==> src/rtl/i2c_tg_pkg.sv <==
package i2c_tg_pkg;

    // Largest stretch multiple a tuning setting can ask for (START hold: 3 + 2).
    localparam int MAX_MULT = 5;

    typedef enum logic [2:0] {
        PH_IDLE,
        PH_STA_SU,
        PH_STA_HD,
        PH_LOW,
        PH_HIGH,
        PH_STO_SU
    } phase_e;

    // Number of slice groups (each SLICES slices long) a phase lasts.
    function automatic logic [2:0] phase_mult(phase_e ph, logic [1:0] sta, logic [1:0] sto);
        case (ph)
            PH_STA_SU: return {1'b0, sta} + 3'd1;
            PH_STA_HD: return {1'b0, sta} + 3'd2;
            PH_STO_SU: return {1'b0, sto} + 3'd1;
            default:   return 3'd1;
        endcase
    endfunction

endpackage

==> src/rtl/i2c_tg_cfg.sv <==
module i2c_tg_cfg #(
    parameter int CNT_W = 16
) (
    input  logic               clk,
    input  logic               rst,
    input  logic               load_i,
    input  logic [2*CNT_W-1:0] div_i,
    input  logic [7:0]         tune_i,
    output logic [CNT_W-1:0]   low_m1_o,
    output logic [CNT_W-1:0]   high_m1_o,
    output logic [1:0]         sda_o,
    output logic [1:0]         sta_o,
    output logic [1:0]         sto_o
);
    // Bits 3:2 of the tuning word carry no function.
    logic unused_spare;
    assign unused_spare = ^tune_i[3:2];

    always_ff @(posedge clk) begin
        if (rst) begin
            low_m1_o  <= '0;
            high_m1_o <= '0;
            sda_o     <= '0;
            sta_o     <= '0;
            sto_o     <= '0;
        end else if (load_i) begin
            low_m1_o  <= div_i[CNT_W-1:0];
            high_m1_o <= div_i[2*CNT_W-1:CNT_W];
            sda_o     <= tune_i[1:0];
            sta_o     <= tune_i[5:4];
            sto_o     <= tune_i[7:6];
        end
    end
endmodule

==> src/rtl/i2c_tg_slicer.sv <==
module i2c_tg_slicer #(
    parameter int CNT_W  = 16,
    parameter int STEP_W = 6
) (
    input  logic              clk,
    input  logic              rst,
    input  logic              restart_i,
    input  logic [CNT_W-1:0]  len_m1_i,
    output logic [CNT_W-1:0]  slice_o,
    output logic [STEP_W-1:0] step_o,
    output logic              slice_end_o
);
    assign slice_end_o = (slice_o == len_m1_i);

    always_ff @(posedge clk) begin
        if (rst || restart_i) begin
            slice_o <= '0;
            step_o  <= '0;
        end else if (slice_end_o) begin
            slice_o <= '0;
            step_o  <= step_o + STEP_W'(1);
        end else begin
            slice_o <= slice_o + CNT_W'(1);
        end
    end
endmodule

==> src/rtl/i2c_tg_phase_fsm.sv <==
module i2c_tg_phase_fsm
    import i2c_tg_pkg::*;
#(
    parameter int SLICES = 8,
    parameter int STEP_W = 6
) (
    input  logic              clk,
    input  logic              rst,
    input  logic              start_req_i,
    input  logic              stop_req_i,
    input  logic              div_ok_i,
    input  logic              slice_end_i,
    input  logic [STEP_W-1:0] step_i,
    input  logic [1:0]        sta_i,
    input  logic [1:0]        sto_i,
    output phase_e            phase_o,
    output logic              done_o,
    output logic              load_o,
    output logic              restart_o
);
    phase_e            phase_q;
    phase_e            phase_d;
    logic              stop_pend_q;
    logic              done;
    logic [STEP_W-1:0] last_step;

    always_comb last_step = STEP_W'(SLICES * int'(phase_mult(phase_q, sta_i, sto_i)) - 1);

    assign done = (phase_q != PH_IDLE) && slice_end_i && (step_i == last_step);

    always_comb begin
        phase_d = phase_q;
        load_o  = 1'b0;
        case (phase_q)
            PH_IDLE: begin
                if (start_req_i && div_ok_i) begin
                    phase_d = PH_STA_SU;
                    load_o  = 1'b1;
                end
            end
            PH_STA_SU: begin
                if (done) phase_d = PH_STA_HD;
            end
            PH_STA_HD, PH_HIGH: begin
                if (done) begin
                    if (div_ok_i) begin
                        phase_d = PH_LOW;
                        load_o  = 1'b1;
                    end else begin
                        phase_d = PH_IDLE;
                    end
                end
            end
            PH_LOW: begin
                if (done) phase_d = stop_pend_q ? PH_STO_SU : PH_HIGH;
            end
            PH_STO_SU: begin
                if (done) phase_d = PH_IDLE;
            end
            default: phase_d = PH_IDLE;
        endcase
    end

    always_ff @(posedge clk) begin
        if (rst) begin
            phase_q     <= PH_IDLE;
            stop_pend_q <= 1'b0;
        end else begin
            phase_q <= phase_d;
            if (phase_d == PH_IDLE)
                stop_pend_q <= 1'b0;
            else if (stop_req_i && phase_q != PH_IDLE)
                stop_pend_q <= 1'b1;
        end
    end

    assign phase_o   = phase_q;
    assign done_o    = done;
    assign restart_o = (phase_q == PH_IDLE) || done;
endmodule

==> src/rtl/i2c_scl_timing_gen.sv <==
module i2c_scl_timing_gen
    import i2c_tg_pkg::*;
#(
    parameter int CNT_W  = 16,
    parameter int SLICES = 8
) (
    input  logic               clk,
    input  logic               rst,
    input  logic [2*CNT_W-1:0] divisor_i,
    input  logic [7:0]         tuning_i,
    input  logic               start_req_i,
    input  logic               stop_req_i,
    output logic               scl_o,
    output logic               busy_o,
    output logic               scl_fall_o,
    output logic               scl_rise_o,
    output logic               sda_upd_o,
    output logic               sta_mark_o,
    output logic               sto_mark_o
);
    localparam int STEP_W = $clog2(SLICES * MAX_MULT);

    logic [CNT_W-1:0]  low_m1, high_m1, len_m1, slice_q;
    logic [1:0]        sda_q, sta_q, sto_q;
    logic [STEP_W-1:0] step_q;
    logic              slice_end, load, restart, done, div_ok, first;
    phase_e            phase;

    assign div_ok = (|divisor_i[CNT_W-1:0]) && (|divisor_i[2*CNT_W-1:CNT_W]);

    i2c_tg_cfg #(.CNT_W(CNT_W)) u_cfg (
        .clk       (clk),
        .rst       (rst),
        .load_i    (load),
        .div_i     (divisor_i),
        .tune_i    (tuning_i),
        .low_m1_o  (low_m1),
        .high_m1_o (high_m1),
        .sda_o     (sda_q),
        .sta_o     (sta_q),
        .sto_o     (sto_q)
    );

    assign len_m1 = (phase == PH_LOW) ? low_m1 : high_m1;

    i2c_tg_slicer #(.CNT_W(CNT_W), .STEP_W(STEP_W)) u_slicer (
        .clk         (clk),
        .rst         (rst),
        .restart_i   (restart),
        .len_m1_i    (len_m1),
        .slice_o     (slice_q),
        .step_o      (step_q),
        .slice_end_o (slice_end)
    );

    i2c_tg_phase_fsm #(.SLICES(SLICES), .STEP_W(STEP_W)) u_fsm (
        .clk         (clk),
        .rst         (rst),
        .start_req_i (start_req_i),
        .stop_req_i  (stop_req_i),
        .div_ok_i    (div_ok),
        .slice_end_i (slice_end),
        .step_i      (step_q),
        .sta_i       (sta_q),
        .sto_i       (sto_q),
        .phase_o     (phase),
        .done_o      (done),
        .load_o      (load),
        .restart_o   (restart)
    );

    assign first      = (slice_q == '0) && (step_q == '0);
    assign scl_o      = (phase != PH_LOW);
    assign busy_o     = (phase != PH_IDLE);
    assign scl_fall_o = (phase == PH_LOW) && first;
    assign scl_rise_o = ((phase == PH_HIGH) || (phase == PH_STO_SU)) && first;
    assign sda_upd_o  = (phase == PH_LOW) && (slice_q == '0) &&
                        (step_q == STEP_W'(int'(sda_q) + 1));
    assign sta_mark_o = (phase == PH_STA_SU) && done;
    assign sto_mark_o = (phase == PH_STO_SU) && done;
endmodule

==> config.mk <==
export PLATFORM = sky130hd
export DESIGN_NAME = i2c_scl_timing_gen
export DESIGN_NICKNAME = d
export VERILOG_FILES = /design/src/rtl/i2c_tg_pkg.sv /design/src/rtl/i2c_tg_cfg.sv /design/src/rtl/i2c_tg_slicer.sv /design/src/rtl/i2c_tg_phase_fsm.sv /design/src/rtl/i2c_scl_timing_gen.sv
export SDC_FILE = /design/constraint.sdc
export NUM_CORES = 1
export LEC_CHECK = 0
export BUFFER_PORTS_ARGS = -buffer_cell sky130_fd_sc_hd__buf_2
export CAP_MARGIN = 20
export CORE_ASPECT_RATIO = 0.9
export CORE_MARGIN = 4
export CORE_UTILIZATION = 35
export CTS_CLUSTER_DIAMETER = 150
export DETAILED_ROUTE_END_ITERATION = 8
export RECOVER_POWER = 50
export SLEW_MARGIN = 20
export SYNTH_ARGS = -nofsm -noshare
export SYNTH_HDL_FRONTEND = slang
export SYNTH_SLANG_ARGS = --single-unit
==> constraint.sdc <==
create_clock -name clk -period 8.9 [get_ports clk]
set_input_delay 1.78 -clock clk [delete_from_list [all_inputs] [get_ports clk]]
set_output_delay 1.78 -clock clk [all_outputs]
set_load 0.05 [all_outputs]
-- Word level (Yosys, flattened, before mapping)
Index checks and enable logic that the tools add are counted.
W data, S select, Z words.
- register bits: 64
- bits of input ports: 44
- output and inout bits: 7
- word-level logic and storage cells: 64
- add/subtract/negate cells: 7
- eq/ne operators: 9
- multiplexer cells: 14
- reductions and logical operators: 25
- operators by type and width (operator ; count):
    $reduce_or A16 Y1 ; 2
    $add A16 B1 Y16 const B ; 1
    $eq A16 B16 Y1 ; 1
    $logic_not A16 Y1 ; 1
    $mux W16 ; 1
    $mux W3 ; 5
    $pmux W3 S5 ; 1
    $logic_and A1 B1 Y1 ; 12
    $add A2 B1 Y3 const B ; 3
    $pmux W3 S3 ; 1
    $add A6 B1 Y6 const B ; 1
    $eq A3 B2 Y1 const B ; 2
    $eq A3 B3 Y1 const B ; 2
    $eq A6 B3 Y1 ; 1
    $eq A6 B6 Y1 ; 1
    $logic_not A3 Y1 ; 2
    $logic_not A6 Y1 ; 1
    $reduce_or A2 Y1 ; 3
    $sub A6 B1 Y6 const B ; 1
    $mux W1 ; 4
    $add A2 B2 Y3 const B ; 1
    $eq A3 B1 Y1 const B ; 1
    $logic_or A1 B1 Y1 ; 3
    $ne A3 B2 Y1 const B ; 1
    other kinds (3) ; 3

-- Longest topological paths before layout
Gate-level depths: netlist (run 1).
- word-level depth: 9
- mapped depth: 19
- depth with buffers taken out: 15

-- By module
Synthesis (run 1) repeated with hierarchy kept, for this count alone.
- cell total of the unflattened synthesis: 368
- area, all modules: 3469.6 µm²
- modules (own cells, without submodules) (module ; times used ; cells each ; area an instance (µm²) ; seq. area each (µm²)):
    i2c_tg_cfg ; 1 ; 122 ; 1358.8 ; 760.7
    i2c_tg_slicer ; 1 ; 130 ; 1114.8 ; 440.4
    i2c_scl_timing_gen ; 1 ; 53 ; 518.0 ; 0.0
    i2c_tg_phase_fsm ; 1 ; 63 ; 478.0 ; 80.1

-- Worst setup path before layout (run 1)
No wires, ideal clock.
- path type: register -> output
- from: register u_fsm.phase_q[2], in the netlist u_fsm.phase_o[2]
- to: output port sto_mark_o
- arrival time: 3.668 ns
- required time: 7.120 ns
- setup slack: 3.452 ns
- cell stages (with the launch flop): 15
- buffers on the path: 2
- cell sequence: dfxtp_1 -> buf_4 -> inv_1 -> nor2_1 -> nand2_1 -> mux2_2 -> ha_1 -> a21oi_1 -> ha_1 -> xor2_1 -> nand4_1 -> nor3_2 -> or3b_1 -> buf_2 -> nor3_1
- word-level cells in the longest chain between the ends: 6
- elaborated cells between the ends (all ways): 13
- classes of those cells: 1 x add/sub; 6 x eq/ne; 2 x mux; 4 x reduce/logical
- ends and longest elaborated chain (item ; line ; source):
    start: declaration ; i2c_tg_phase_fsm.sv:21 ; phase_e phase_q;
    start signal: assignment ; i2c_tg_phase_fsm.sv:69 ; phase_q <= phase_d;
    $eq A3 B3 Y1 (tied with other cells) ; i2c_tg_pkg.sv:17, i2c_scl_timing_gen.sv:80 ;
    $pmux W3 S3 / $mux W16 (equally long branches) ; i2c_tg_pkg.sv:17, i2c_scl_timing_gen.sv:44 ;
    $sub A6 B1 Y6 / $eq A16 B16 Y1 (equally long branches) ; i2c_tg_phase_fsm.sv:27, i2c_tg_slicer.sv:13 ;
    $eq A6 B6 Y1 / $logic_and A1 B1 Y1 (equally long branches) ; i2c_tg_phase_fsm.sv:29 ; assign done = (phase_q != PH_IDLE) && slice_end_i && (step_i == last_step);
    $logic_and A1 B1 Y1 ; i2c_tg_phase_fsm.sv:29 ;
    $logic_and A1 B1 Y1 (*) ; i2c_scl_timing_gen.sv:80 ; assign sto_mark_o = (phase == PH_STO_SU) && done;
    end: declaration ; i2c_scl_timing_gen.sv:19 ; output logic sto_mark_o
Mark *: on every way between the ends. The rest lies on a longest branch, timed or not.

-- Final worst setup path (run 1)
- from: register u_fsm.phase_q[2], in the netlist u_fsm.phase_o[2]
- to: output port sta_mark_o
- word-level cells in the longest chain between the ends: 6
- elaborated cells between the ends (all ways): 13
- classes of those cells: 1 x add/sub; 6 x eq/ne; 2 x mux; 4 x reduce/logical
- ends and longest elaborated chain (item ; line ; source):
    $eq A3 B3 Y1 (tied with other cells) ; i2c_tg_pkg.sv:17 ; case (ph)
    $pmux W3 S3 / $mux W16 (equally long branches) ; i2c_tg_pkg.sv:17, i2c_scl_timing_gen.sv:44 ;
    $sub A6 B1 Y6 / $eq A16 B16 Y1 (equally long branches) ; i2c_tg_phase_fsm.sv:27, i2c_tg_slicer.sv:13 ;
    $eq A6 B6 Y1 / $logic_and A1 B1 Y1 (equally long branches) ; i2c_tg_phase_fsm.sv:29 ;
    $logic_and A1 B1 Y1 ; i2c_tg_phase_fsm.sv:29 ;
    $logic_and A1 B1 Y1 (*) ; i2c_scl_timing_gen.sv:79 ; assign sta_mark_o = (phase == PH_STA_SU) && done;
    end: declaration ; i2c_scl_timing_gen.sv:18 ; output logic sta_mark_o,
Marks and branches as above.

==> summary.md, run 1 <==
| Metric | Value |
|---|---|
| F_max | `roughly 170 MHz` |
| Slew Limit Fails | `40` |
| CTS Sinks | `64` |
| Largest cells by area after synthesis | `dfxtp_1 (35%), o211ai_1 (7.9%), nand3_1 (7.2%)` |
| CP Class | `reg -> out` |
| WP data required | `between 7 and 8 ns` |
| Worst path arrival time | `~4.2 ns` |
| Worst rel slew slack | `-0.137` |
| Max cap viols | `1` |
| Antenna cells | `0` |
| Layout cell share with drive strength beyond 1 | `0.147` |
| Overall routed net length | `just over 10000 um` |
| Top cell types by occurrence after synthesis | `dfxtp_1 (64), nand3_1 (52), a21oi_1 (47)` |
| Setup Total Neg Slack | `0 ns` |
| Area share of the largest cell type after synthesis | `0.354` |
| Worst Setup Start Kind | `flop` |
| Async set or reset register ratio after synthesis | `0` |
| P&R area growth vs syn | `14.9%` |
| Clk buf depth | `2` |
| WL per Instance | `about 17 um` |
| Die width | `about 120 um` |
| Vias per cell | `5.66` |
| Post-route antenna net violation count | `0` |
| Yosys top cell by area | `dfxtp_1` |
| Die Height | `104 um` |
| CP endpoint kind | `primary output` |
| Mapped cell area | `about 0.0036 mm2` |
| Total GRT Usage | `0.174` |
| Failing checks | `capacitance limit, slew limit` |
| Fill count | `1034` |
| Routability cong. | `between 0.8 and 0.9` |
| Final hold slack | `around 0.48 ns` |
| First-pass GRT wire length | `16900 um` |
| Drt initial violations | `312` |
| Hold crit path type | `reg -> reg` |
| Clock Latency Late Sink | `0.32 ns` |
| Sequential area share after synthesis | `0.354` |
| Vias after detailed routing | `around 3.4k` |
| Largest net degree at the start of global routing | `between 40 and 50` |
| Port buffer count | `48` |
| Hold violation count in the final report | `0` |
| CTS Buf Count | `9` |
| Top-count cell post-synth | `dfxtp_1` |
| Hold_buf cts | `0` |
| Setup bufs post-CTS | `0` |
| Die area | `between 0.01 and 0.015 mm2` |
| CP max FO | `11` |
| Final Setup Violations | `0` |
| Outcome | `complete, but fails checks` |
| RSZ-0062 raised after global routing | `no` |
| Count of cell types in the netlist | `55` |
| Initial Util | `0.367` |
| Number of global-route vias before repair | `roughly 3.3k` |
| CTS tree | `yes` |
| Rows | `34` |
| Total gr overflow | `0` |
| Clk_skew | `a little over 0.005 ns` |
| Seq cells post-synth | `64` |
| Core area | `approximately 0.0099 mm2` |
| Leakage | `roughly 1.6 nW` |
| Synth Area per Inst | `8.02 um2` |
| Nets | `528` |
| HPWL after DPL | `approximately 7400 um` |
| Clock transition at the registers of the reported paths | `~0.050 ns` |
| IO Count | `roughly 50` |
| Yosys warns | `0` |
| Maximum VDD drop | `between 0.08 and 0.09 mV` |
| Least-Margin Pin Slew | `1.71 ns` |
| Syn nets | `~500` |
| EDFF count, synth | `0` |
| Post-synthesis cell count | `between 400 and 500` |
| Fin crit share | `0.676` |
| Final Critical Period | `6.02 ns` |
| Reg2Reg Setup Slack | `roughly 3.6 ns` |
| Initial antenna violation count | `0` |
| CTS HTree Levels | `3` |
| Clock root cell | `clkbuf_16` |
| Resize count post-CTS | `0` |
| DRT Pass-1 Iters | `4` |
| Post-route DRC | `0` |
| Pwr Density | `173 mW/mm2` |
| Synth Flop Type | `dfxtp_1` |
## worst paths after layout
| check | from | endpoint | cells past startpoint |
|---|---|---|---|
| worst max-delay path | u_fsm.phase_o[2] | sta_mark_o | 14 |
| worst min-delay path | u_cfg.sto_o[0] | u_cfg.sto_o[0] | 2 |
| worst max register to register | u_fsm.phase_o[2] | u_fsm.stop_pend_q | 15 |
| worst min register to register | u_cfg.sto_o[0] | u_cfg.sto_o[0] | 2 |
## worst max-delay path, cell delays in order, from the launching register on
cell	delay, ns
dfxtp_1	0.54
inv_1	0.12
nor2_1	0.15
nand2_1	0.13
mux2_2	0.31
ha_1	0.27
a21oi_1	0.18
ha_1	0.27
xor2_1	0.13
nand4_1	0.10
nor3_1	0.42
or3b_1	0.53
nor2_1	0.30
and3_1	0.19
buf_2	0.25
## logic make-up after synthesis
kind of cell | Yosys count | synth area share
AND/OR/NAND/NOR | 170 | 0.244
AO/OA/AOI/OAI | 113 | 0.206
flip-flops | 64 | 0.354
multiplexers | 5 | 0.0142
buffers and inverters | 55 | 0.0678
adder cells (fa/ha/maj) | 7 | 0.0242
XOR/XNOR | 37 | 0.0896
## cell type report
type	count	area, um2	share of cell area
Clock inverter	3	15.0	0.00361
Timing Repair Buffer	53	269	0.0647
Clock buffer	13	270	0.0650
Tap cell	126	158	0.0379
Multi-Input combinational cell	332	2100	0.505
Inverter	17	63.8	0.0153
Sequential cell	64	1280	0.308
## layout by cell type, fill, tap and decap left out, types with 3 or more instances in the layout
cell / count
a21oi_1: 47
a22oi_1: 3
and3_1: 8
buf_2: 44
buf_4: 4
clkbuf_1: 6
clkbuf_16: 9
clkbuf_8: 3
clkinv_2: 3
dfxtp_1: 64
ha_1: 7
inv_1: 17
mux2i_1: 4
nand2_1: 26
nand3_1: 52
nand4_1: 7
nor2_1: 31
nor2b_1: 4
nor3_1: 11
nor4_1: 13
o211ai_1: 38
o22ai_1: 4
xnor2_1: 18
xor2_1: 19
## registers in the layout (all words and copies together) (netlist names)
| register | cells |
|---|---|
| u_cfg.sda_o | 2 |
| u_cfg.high_m1_o | 16 |
| u_fsm.phase_o | 3 |
| u_cfg.sto_o | 2 |
| u_cfg.low_m1_o | 16 |
| u_fsm.stop_pend_q | 1 |
| u_slicer.step_o | 6 |
| u_slicer.slice_o | 16 |
| u_cfg.sta_o | 2 |
## power breakdown
part / switching (W) / internal [W] / total (W)
Clock: 0.000121 / 0.000210 / 0.000331
Combinational: 0.0000466 / 0.0000310 / 0.0000775
Sequential: 0.0000124 / 0.000299 / 0.000311
Total: 0.000180 / 0.000539 / 0.000720
## metrics by stage
stage | utilization | instance area, um2 | worst slack [ns] | cells | power [W]
after floorplan | - | 3620 | 3.45 | 451 | 0.000367
after global placement | 0.394 | 3890 | 3.48 | 592 | 0.000393
after detailed placement | 0.394 | 3890 | 3.37 | 592 | 0.000395
after CTS | 0.423 | 4170 | 3.02 | 608 | 0.000726
after global routing | 0.421 | 4160 | 2.58 | 608 | 0.000749
final | 0.421 | 4160 | 2.88 | 608 | 0.000720
## routing by layer
layer | part of all wire | routed length [um] | track usage | up-vias
li1 | - | - | - | 1703
met4 | 0.015 | 155 | 0.0486 | 0
met5 | 0 | 0 | 0 | -
met3 | 0.048 | 490 | 0.0320 | 16
met2 | 0.45 | 4580 | 0.256 | 91
met1 | 0.49 | 5040 | 0.259 | 1629
No activity file was read; power rests on OpenSTA's default activity.
==> run 2: changes to the inputs <==
==> constraint.sdc (replaced) <==
create_clock -name clk -period 5.11 [get_ports clk]
set_input_delay 1.022 -clock clk [delete_from_list [all_inputs] [get_ports clk]]
set_output_delay 1.022 -clock clk [all_outputs]
set_load 0.05 [all_outputs]
==> run 2 against run 1 <==
  * The flow now finishes without violations
  * Clock power up 85%
  * Routed wire length increased by 0.28%
  * Count of clock-buffer cells in the layout decreased by 2
  * Die area is the same
  * Largest cell class unchanged
==> summary.md, run 2 (synthesis gave the netlist of run 1 again) <==
| Metric | Value |
|---|---|
| Outcome | `finished, final reports clean (was complete, but fails checks)` |
| Hold violation count in the final report | `0 (unchanged)` |
| Internal power | `0.000972 W (was 0.000539 W)` |
| Hold_buf cts | `0 (unchanged)` |
| Number of global-route vias before repair | `3227 (was 3277)` |
| Routability cong. | `0.856 (was 0.840)` |
| Reg2Reg Setup Slack | `0.82 ns (was 3.60 ns)` |
| Post-route antenna net violation count | `0 (unchanged)` |
| F_max | `slightly above 200 MHz` |
| Commonest non-fill, non-tap cells in the layout | `dfxtp_1 (63), nand3_1 (52), a21oi_1 (47) (was dfxtp_1 (64), nand3_1 (52), a21oi_1 (47))` |
| CP max FO | `11 (unchanged)` |
| Util after Layout | `0.425 (was 0.421)` |
| Leakage | `1.56 nW (was 1.55 nW)` |
| Final hold slack | `0.473 ns (was 0.476 ns)` |
| Clk_skew | `0.0102 ns (was 0.00518 ns)` |
| NetSw | `0.000317 W (was 0.000180 W)` |
| Resize count post-CTS | `1 (was 0)` |
| Nets | `530 (was 528)` |
| P&R area growth vs syn | `15.9% (was 14.9%)` |
| Worst path arrival time | `3.83 ns (was 4.24 ns)` |
| HPWL after DPL | `7480 um (was 7450 um)` |
| Setup Total Neg Slack | `0 ns (unchanged)` |
| Fin crit share | `0.950` |
| Post-route DRC | `0 (unchanged)` |
| Rows | `34 (unchanged)` |
| Fill count | `1039 (was 1034)` |
| Initial Util | `0.367 (unchanged)` |
| Port buffer count | `48 (unchanged)` |
| Maximum VDD drop | `0.160 mV (was 0.0886 mV)` |
| DRT Pass-1 Iters | `5 (was 4)` |
| CP endpoint kind | `primary output (unchanged)` |
| Die width | `115 um (unchanged)` |
| Slew Limit Fails | `0 (was 40)` |
| Clock transition at the registers of the reported paths | `0.06 ns (was 0.05 ns)` |
| Die Height | `104 um (unchanged)` |
| R2R depth | `15 (unchanged)` |
| Total GRT Usage | `0.173 (was 0.174)` |
| Final Setup Violations | `0 (unchanged)` |
| Clock Latency Late Sink | `0.33 ns (was 0.32 ns)` |
| Worst rel slew slack | `0.296 (was -0.137)` |
| Vias after detailed routing | `3494 (was 3439)` |
| Max cap viols | `0 (was 1)` |
| Power share of the combinational group | `0.108 (about the same)` |
| IO Count | `51 (unchanged)` |
| Register share of total power | `0.419 (was 0.432)` |
| End point of the critical path | `sta_mark_o (unchanged)` |
| Total power | `0.00129 W (was 0.000720 W)` |
| Worst flop-to-flop path endpoint | `u_fsm.stop_pend_q (unchanged)` |
| WP data required | `4.09 ns (was 7.12 ns)` |
| Hold crit path type | `reg -> reg (unchanged)` |
| Total gr overflow | `0 (unchanged)` |
| Clock power share | `0.474 (was 0.460)` |
| Initial antenna violation count | `0 (unchanged)` |
| First-pass GRT wire length | `16800 um (was 16900 um)` |
| Die area | `0.0120 mm2 (unchanged)` |
| Antenna cells | `0 (unchanged)` |
| Worst-path cell chain | `inv_1 > nor2_1 > nand2_1 > mux2_2 > ha_1 > a21oi_1 > ha_1 > xor2_1 > nand4_1 > nor3_4 > or3b_4 > nor2_2 > and3_1 > clkbuf_4 (was inv_1 > nor2_1 > nand2_1 > mux2_2 > ha_1 > a21oi_1 > ha_1 > xor2_1 > nand4_1 > nor3_1 > or3b_1 > nor2_1 > and3_1 > buf_2)` |
| Clock root cell | `clkbuf_16 (unchanged)` |
| Slowest CP cell | `or3b_4 (was dfxtp_1)` |
| Largest registers | `u_cfg.high_m1_o x16, u_cfg.low_m1_o x16, u_slicer.slice_o x16 (unchanged)` |
| Largest net degree at the start of global routing | `44 (unchanged)` |
| Crit Reg-Reg Startpoint | `u_fsm.phase_o[2] (unchanged)` |
| Critical Path Source | `u_fsm.phase_o[2] (unchanged)` |
| CP Class | `reg -> out (unchanged)` |
| CTS Buf Count | `9 (unchanged)` |
| Commonest non-fill, non-tap cell in the layout | `dfxtp_1 (unchanged)` |
| Core area | `0.00987 mm2 (unchanged)` |
| RSZ-0062 raised after global routing | `no (unchanged)` |
| Worst path max stage delay | `0.45 ns (was 0.54 ns)` |
| CTS Sinks | `64 (unchanged)` |
| Least-Margin Pin Slew | `1.05 ns (was 1.71 ns)` |
| CP most frequent cell | `ha_1` |
| Final Critical Period | `approximately 5 ns` |
| Layout cell share with drive strength beyond 1 | `0.158 (was 0.147)` |
| Overall routed net length | `10300 um (about the same)` |
| Pwr Density | `308 mW/mm2 (was 173 mW/mm2)` |
| CTS tree | `yes (unchanged)` |
| Setup bufs post-CTS | `0 (unchanged)` |
| Sw frac | `0.246 (was 0.250)` |
| Worst Setup Start Kind | `flop (unchanged)` |
| WL per Instance | `16.9 um (about the same)` |
| CTS HTree Levels | `3 (unchanged)` |
| Clk buf depth | `2 (unchanged)` |
| Drt initial violations | `270 (was 312)` |
| Vias per cell | `5.75 (was 5.66)` |
run 2: power groups by stage:
stage          logic (W)  clock network [W]  registers [W]
2_1_floorplan  0.0000965                  0       0.000542
3_3_place_gp    0.000136                  0       0.000549
3_5_place_dp    0.000139                  0       0.000550
4_1_cts         0.000139           0.000616       0.000539
5_1_grt         0.000155           0.000645       0.000542
6_report        0.000139           0.000611       0.000540
run 2: metal layers:
| metal | GRT usage | share of wire |
|---|---|---|
| met5 | 0 | 0 |
| met4 | 0.0511 | 0.012 |
| met3 | 0.0337 | 0.055 |
| met2 | 0.249 | 0.45 |
| met1 | 0.260 | 0.49 |
run 2: stage by stage:
step | setup WS [ns] | instances | cell area [um2]
6_report | 0.254 | 608 | 4190
5_1_grt | 0.0273 | 608 | 4190
4_1_cts | 0.0887 | 608 | 4200
3_5_place_dp | 0.316 | 594 | 3900
3_3_place_gp | 0.445 | 594 | 3900
2_1_floorplan | 0.420 | 451 | 3620
run 2: worst min-delay path by stage:
stage | startpoint | to | cells past startpoint
floorplan | u_cfg.sto_o[1] | u_cfg.sto_o[1] | 2
global placement | u_cfg.sto_o[0] | u_cfg.sto_o[0] | 2
detailed placement | u_cfg.sto_o[0] | u_cfg.sto_o[0] | 2
CTS | u_cfg.sto_o[0] | u_cfg.sto_o[0] | 2
global route | u_cfg.low_m1_o[0] | u_cfg.low_m1_o[0] | 2
finish | u_cfg.sto_o[0] | u_cfg.sto_o[0] | 2
run 2: layout make-up:
| class | instances | area [um2] | area share |
|---|---|---|---|
| Sequential cell | 64 | 1280 | 0.306 |
| Multi-Input combinational cell | 332 | 2100 | 0.502 |
| Clock buffer | 11 | 253 | 0.0603 |
| Timing Repair Buffer | 55 | 288 | 0.0687 |
| Inverter | 17 | 63.8 | 0.0152 |
| Clock inverter | 3 | 42.5 | 0.0101 |
| Tap cell | 126 | 158 | 0.0376 |
run 2: critical path, delay by kind of cell, from the launching register on:
family                   cells  cell delay [ns]
XOR/XNOR                     1             0.14
flip-flops                   1             0.43
buffers and inverters        2             0.32
AND/OR/NAND/NOR              7             1.55
AO/OA/AOI/OAI                1             0.20
multiplexers                 1             0.29
adder cells (fa/ha/maj)      2             0.55
==> run 3: changes to the inputs <==
==> constraint.sdc (replaced) <==
create_clock -name clk -period 5.11 [get_ports clk]
set_input_delay 1.022 -clock clk [delete_from_list [all_inputs] [get_ports clk]]
set_output_delay 1.022 -clock clk [all_outputs]
set_load 0.02 [all_outputs]
==> run 3 against run 2 <==
  * Fmax grew 1.4%
  * Sequential power is essentially flat
  * Highest routed layer unchanged
  * First-iteration DRC count grew 8.5%
  * Largest power group unchanged
==> summary.md, run 3 (synthesis gave the netlist of run 1 again) <==
| Metric | Value |
|---|---|
| CTS Buf Count | `9 (unchanged)` |
| IO Count | `51 (unchanged)` |
| Commonest non-fill, non-tap cell in the layout | `dfxtp_1 (unchanged)` |
| Worst Hold End | `u_cfg.low_m1_o[13] (was u_cfg.sto_o[0])` |
| CTS tree | `yes (unchanged)` |
| F_max | `209 MHz (was 206 MHz)` |
| R2R depth | `15 (unchanged)` |
| Pwr Density | `303 mW/mm2 (was 308 mW/mm2)` |
| Least-Margin Pin Slew | `0.757 ns (was 1.05 ns)` |
| Worst flop-to-flop path endpoint | `u_fsm.stop_pend_q (unchanged)` |
| Largest net degree at the start of global routing | `44 (unchanged)` |
| CP Class | `reg -> out (unchanged)` |
| Clock root cell | `clkbuf_16 (unchanged)` |
| Setup bufs post-CTS | `0 (unchanged)` |
| Outcome | `finished, final reports clean (unchanged)` |
| Worst rel slew slack | `0.491 (was 0.296)` |
| Post-route DRC | `0 (unchanged)` |
| WL per Instance | `16.8 um (was 16.9 um)` |
| Setup Total Neg Slack | `0 ns (unchanged)` |
| Resize count post-CTS | `0 (was 1)` |
| Util after Layout | `0.423 (was 0.425)` |
| Hold path start | `u_cfg.low_m1_o[13] (was u_cfg.sto_o[0])` |
| Post-Place Cells | `592 (was 594)` |
| Leakage | `1.55 nW (was 1.56 nW)` |
| Vias after detailed routing | `3449 (was 3494)` |
| Rows | `34 (unchanged)` |
| Clk buf depth | `2 (unchanged)` |
| Clock Latency Late Sink | `0.33 ns (about the same)` |
| Overall routed net length | `10200 um (was 10300 um)` |
| Final cell count without fillers | `607 (was 608)` |
| Antenna cells | `0 (unchanged)` |
| RSZ-0062 raised after global routing | `no (unchanged)` |
| Commonest non-fill, non-tap cells in the layout | `dfxtp_1 (62), nand3_1 (52), a21oi_1 (47) (was dfxtp_1 (63), nand3_1 (52), a21oi_1 (47))` |
| Vias per cell | `5.68 (was 5.75)` |
| Nets | `528 (was 530)` |
| Routability cong. | `0.875 (was 0.856)` |
| Drt initial violations | `293 (was 270)` |
| Clk_skew | `0.00649 ns (was 0.0102 ns)` |
| Largest registers | `u_cfg.high_m1_o x16, u_cfg.low_m1_o x16, u_slicer.slice_o x16 (unchanged)` |
| WP data required | `4.09 ns (about the same)` |
| Hold_buf cts | `0 (unchanged)` |
| Total GRT Usage | `0.172 (was 0.173)` |
| Max cap viols | `0 (unchanged)` |
| Worst Setup Start Kind | `flop (unchanged)` |
| CTS Sinks | `64 (unchanged)` |
| Clock transition at the registers of the reported paths | `0.06 ns (about the same)` |
| Core area | `0.00987 mm2 (unchanged)` |
| Fin crit share | `0.937 (was 0.950)` |
| Final Critical Period | `4.79 ns (was 4.86 ns)` |
| Initial antenna violation count | `0 (unchanged)` |
| Reg2Reg Setup Slack | `0.92 ns (was 0.82 ns)` |
| P&R area growth vs syn | `15.4% (was 15.9%)` |
| Crit Reg-Reg Startpoint | `u_fsm.phase_o[2] (unchanged)` |
| Port buffer count | `48 (unchanged)` |
| Hold crit path type | `reg -> reg (unchanged)` |
| DRT Pass-1 Iters | `5 (unchanged)` |
| Maximum VDD drop | `0.141 mV (was 0.160 mV)` |
| CP endpoint kind | `primary output (unchanged)` |
| Post-route antenna net violation count | `0 (unchanged)` |
| Layout cell share with drive strength beyond 1 | `0.156 (was 0.158)` |
| Total gr overflow | `0 (unchanged)` |
| Die Height | `104 um (unchanged)` |
| Hold depth | `2 (unchanged)` |
| Die area | `0.0120 mm2 (unchanged)` |
| CP max FO | `11 (unchanged)` |
| Die width | `115 um (unchanged)` |
| CTS HTree Levels | `3 (unchanged)` |
| Final Setup Violations | `0 (unchanged)` |
| Slew Limit Fails | `0 (unchanged)` |
| HPWL after DPL | `7510 um (was 7480 um)` |
| Fill count | `1029 (was 1039)` |
| Number of global-route vias before repair | `3242 (was 3227)` |
| Worst path arrival time | `3.77 ns (was 3.83 ns)` |
| Hold violation count in the final report | `0 (unchanged)` |
| First-pass GRT wire length | `16600 um (was 16800 um)` |
| Initial Util | `0.367 (unchanged)` |
## run 3: worst max path at each step
stage / slack, ns / from / endpoint
6_report: 0.32 / u_fsm.phase_o[2] / sta_mark_o
5_1_grt: 0.01 / u_fsm.phase_o[2] / sta_mark_o
4_1_cts: 0.18 / u_fsm.phase_o[2] / sta_mark_o
3_5_place_dp: 0.54 / u_fsm.phase_o[2] / sta_mark_o
3_3_place_gp: 0.62 / u_fsm.phase_o[2] / sta_mark_o
2_1_floorplan: 1.02 / u_fsm.phase_o[2] / sto_mark_o
## run 3: layout make-up
class | count | area, um2 | share of cell area
clock buffers | 9 | 225 | 0.0540
flip-flops and latches | 64 | 1280 | 0.308
clock inverters | 6 | 61.3 | 0.0147
repair buffers | 53 | 270 | 0.0647
inverters | 17 | 63.8 | 0.0153
well taps | 126 | 158 | 0.0378
multi-input cells | 332 | 2110 | 0.506
## run 3: metrics by stage
step | area [um2] | hold WS [ns] | setup WS (ns) | power (W)
2_1_floorplan | 3620 | 0.445 | 1.02 | 0.000637
6_report | 4170 | 0.482 | 0.322 | 0.00127
4_1_cts | 4170 | 0.483 | 0.178 | 0.00127
3_5_place_dp | 3890 | 0.475 | 0.538 | 0.000686
3_3_place_gp | 3890 | 0.461 | 0.616 | 0.000682
5_1_grt | 4170 | 0.506 | 0.0130 | 0.00131
## run 3: worst max-delay path, stage by stage (launching register included)
cell,delay (ns)
dfxtp_2,0.43
inv_1,0.10
nor2_1,0.15
nand2_1,0.11
mux2_2,0.31
ha_1,0.27
a21oi_1,0.14
ha_1,0.25
xor2_1,0.12
nand4_1,0.16
nor3_4,0.27
or3b_1,0.51
nor2_1,0.27
and3_1,0.19
buf_2,0.16
## run 3: metal layers
layer,GRT usage,wire length (um)
met5,0,0
met4,0.0495,108
met3,0.0401,623
met2,0.252,4580
met1,0.249,4890
## run 3: report_power, final
group	switching [W]	internal, W
Clock	0.000217	0.000372
Combinational	0.0000795	0.0000540
Sequential	0.0000218	0.000520
Total	0.000319	0.000946
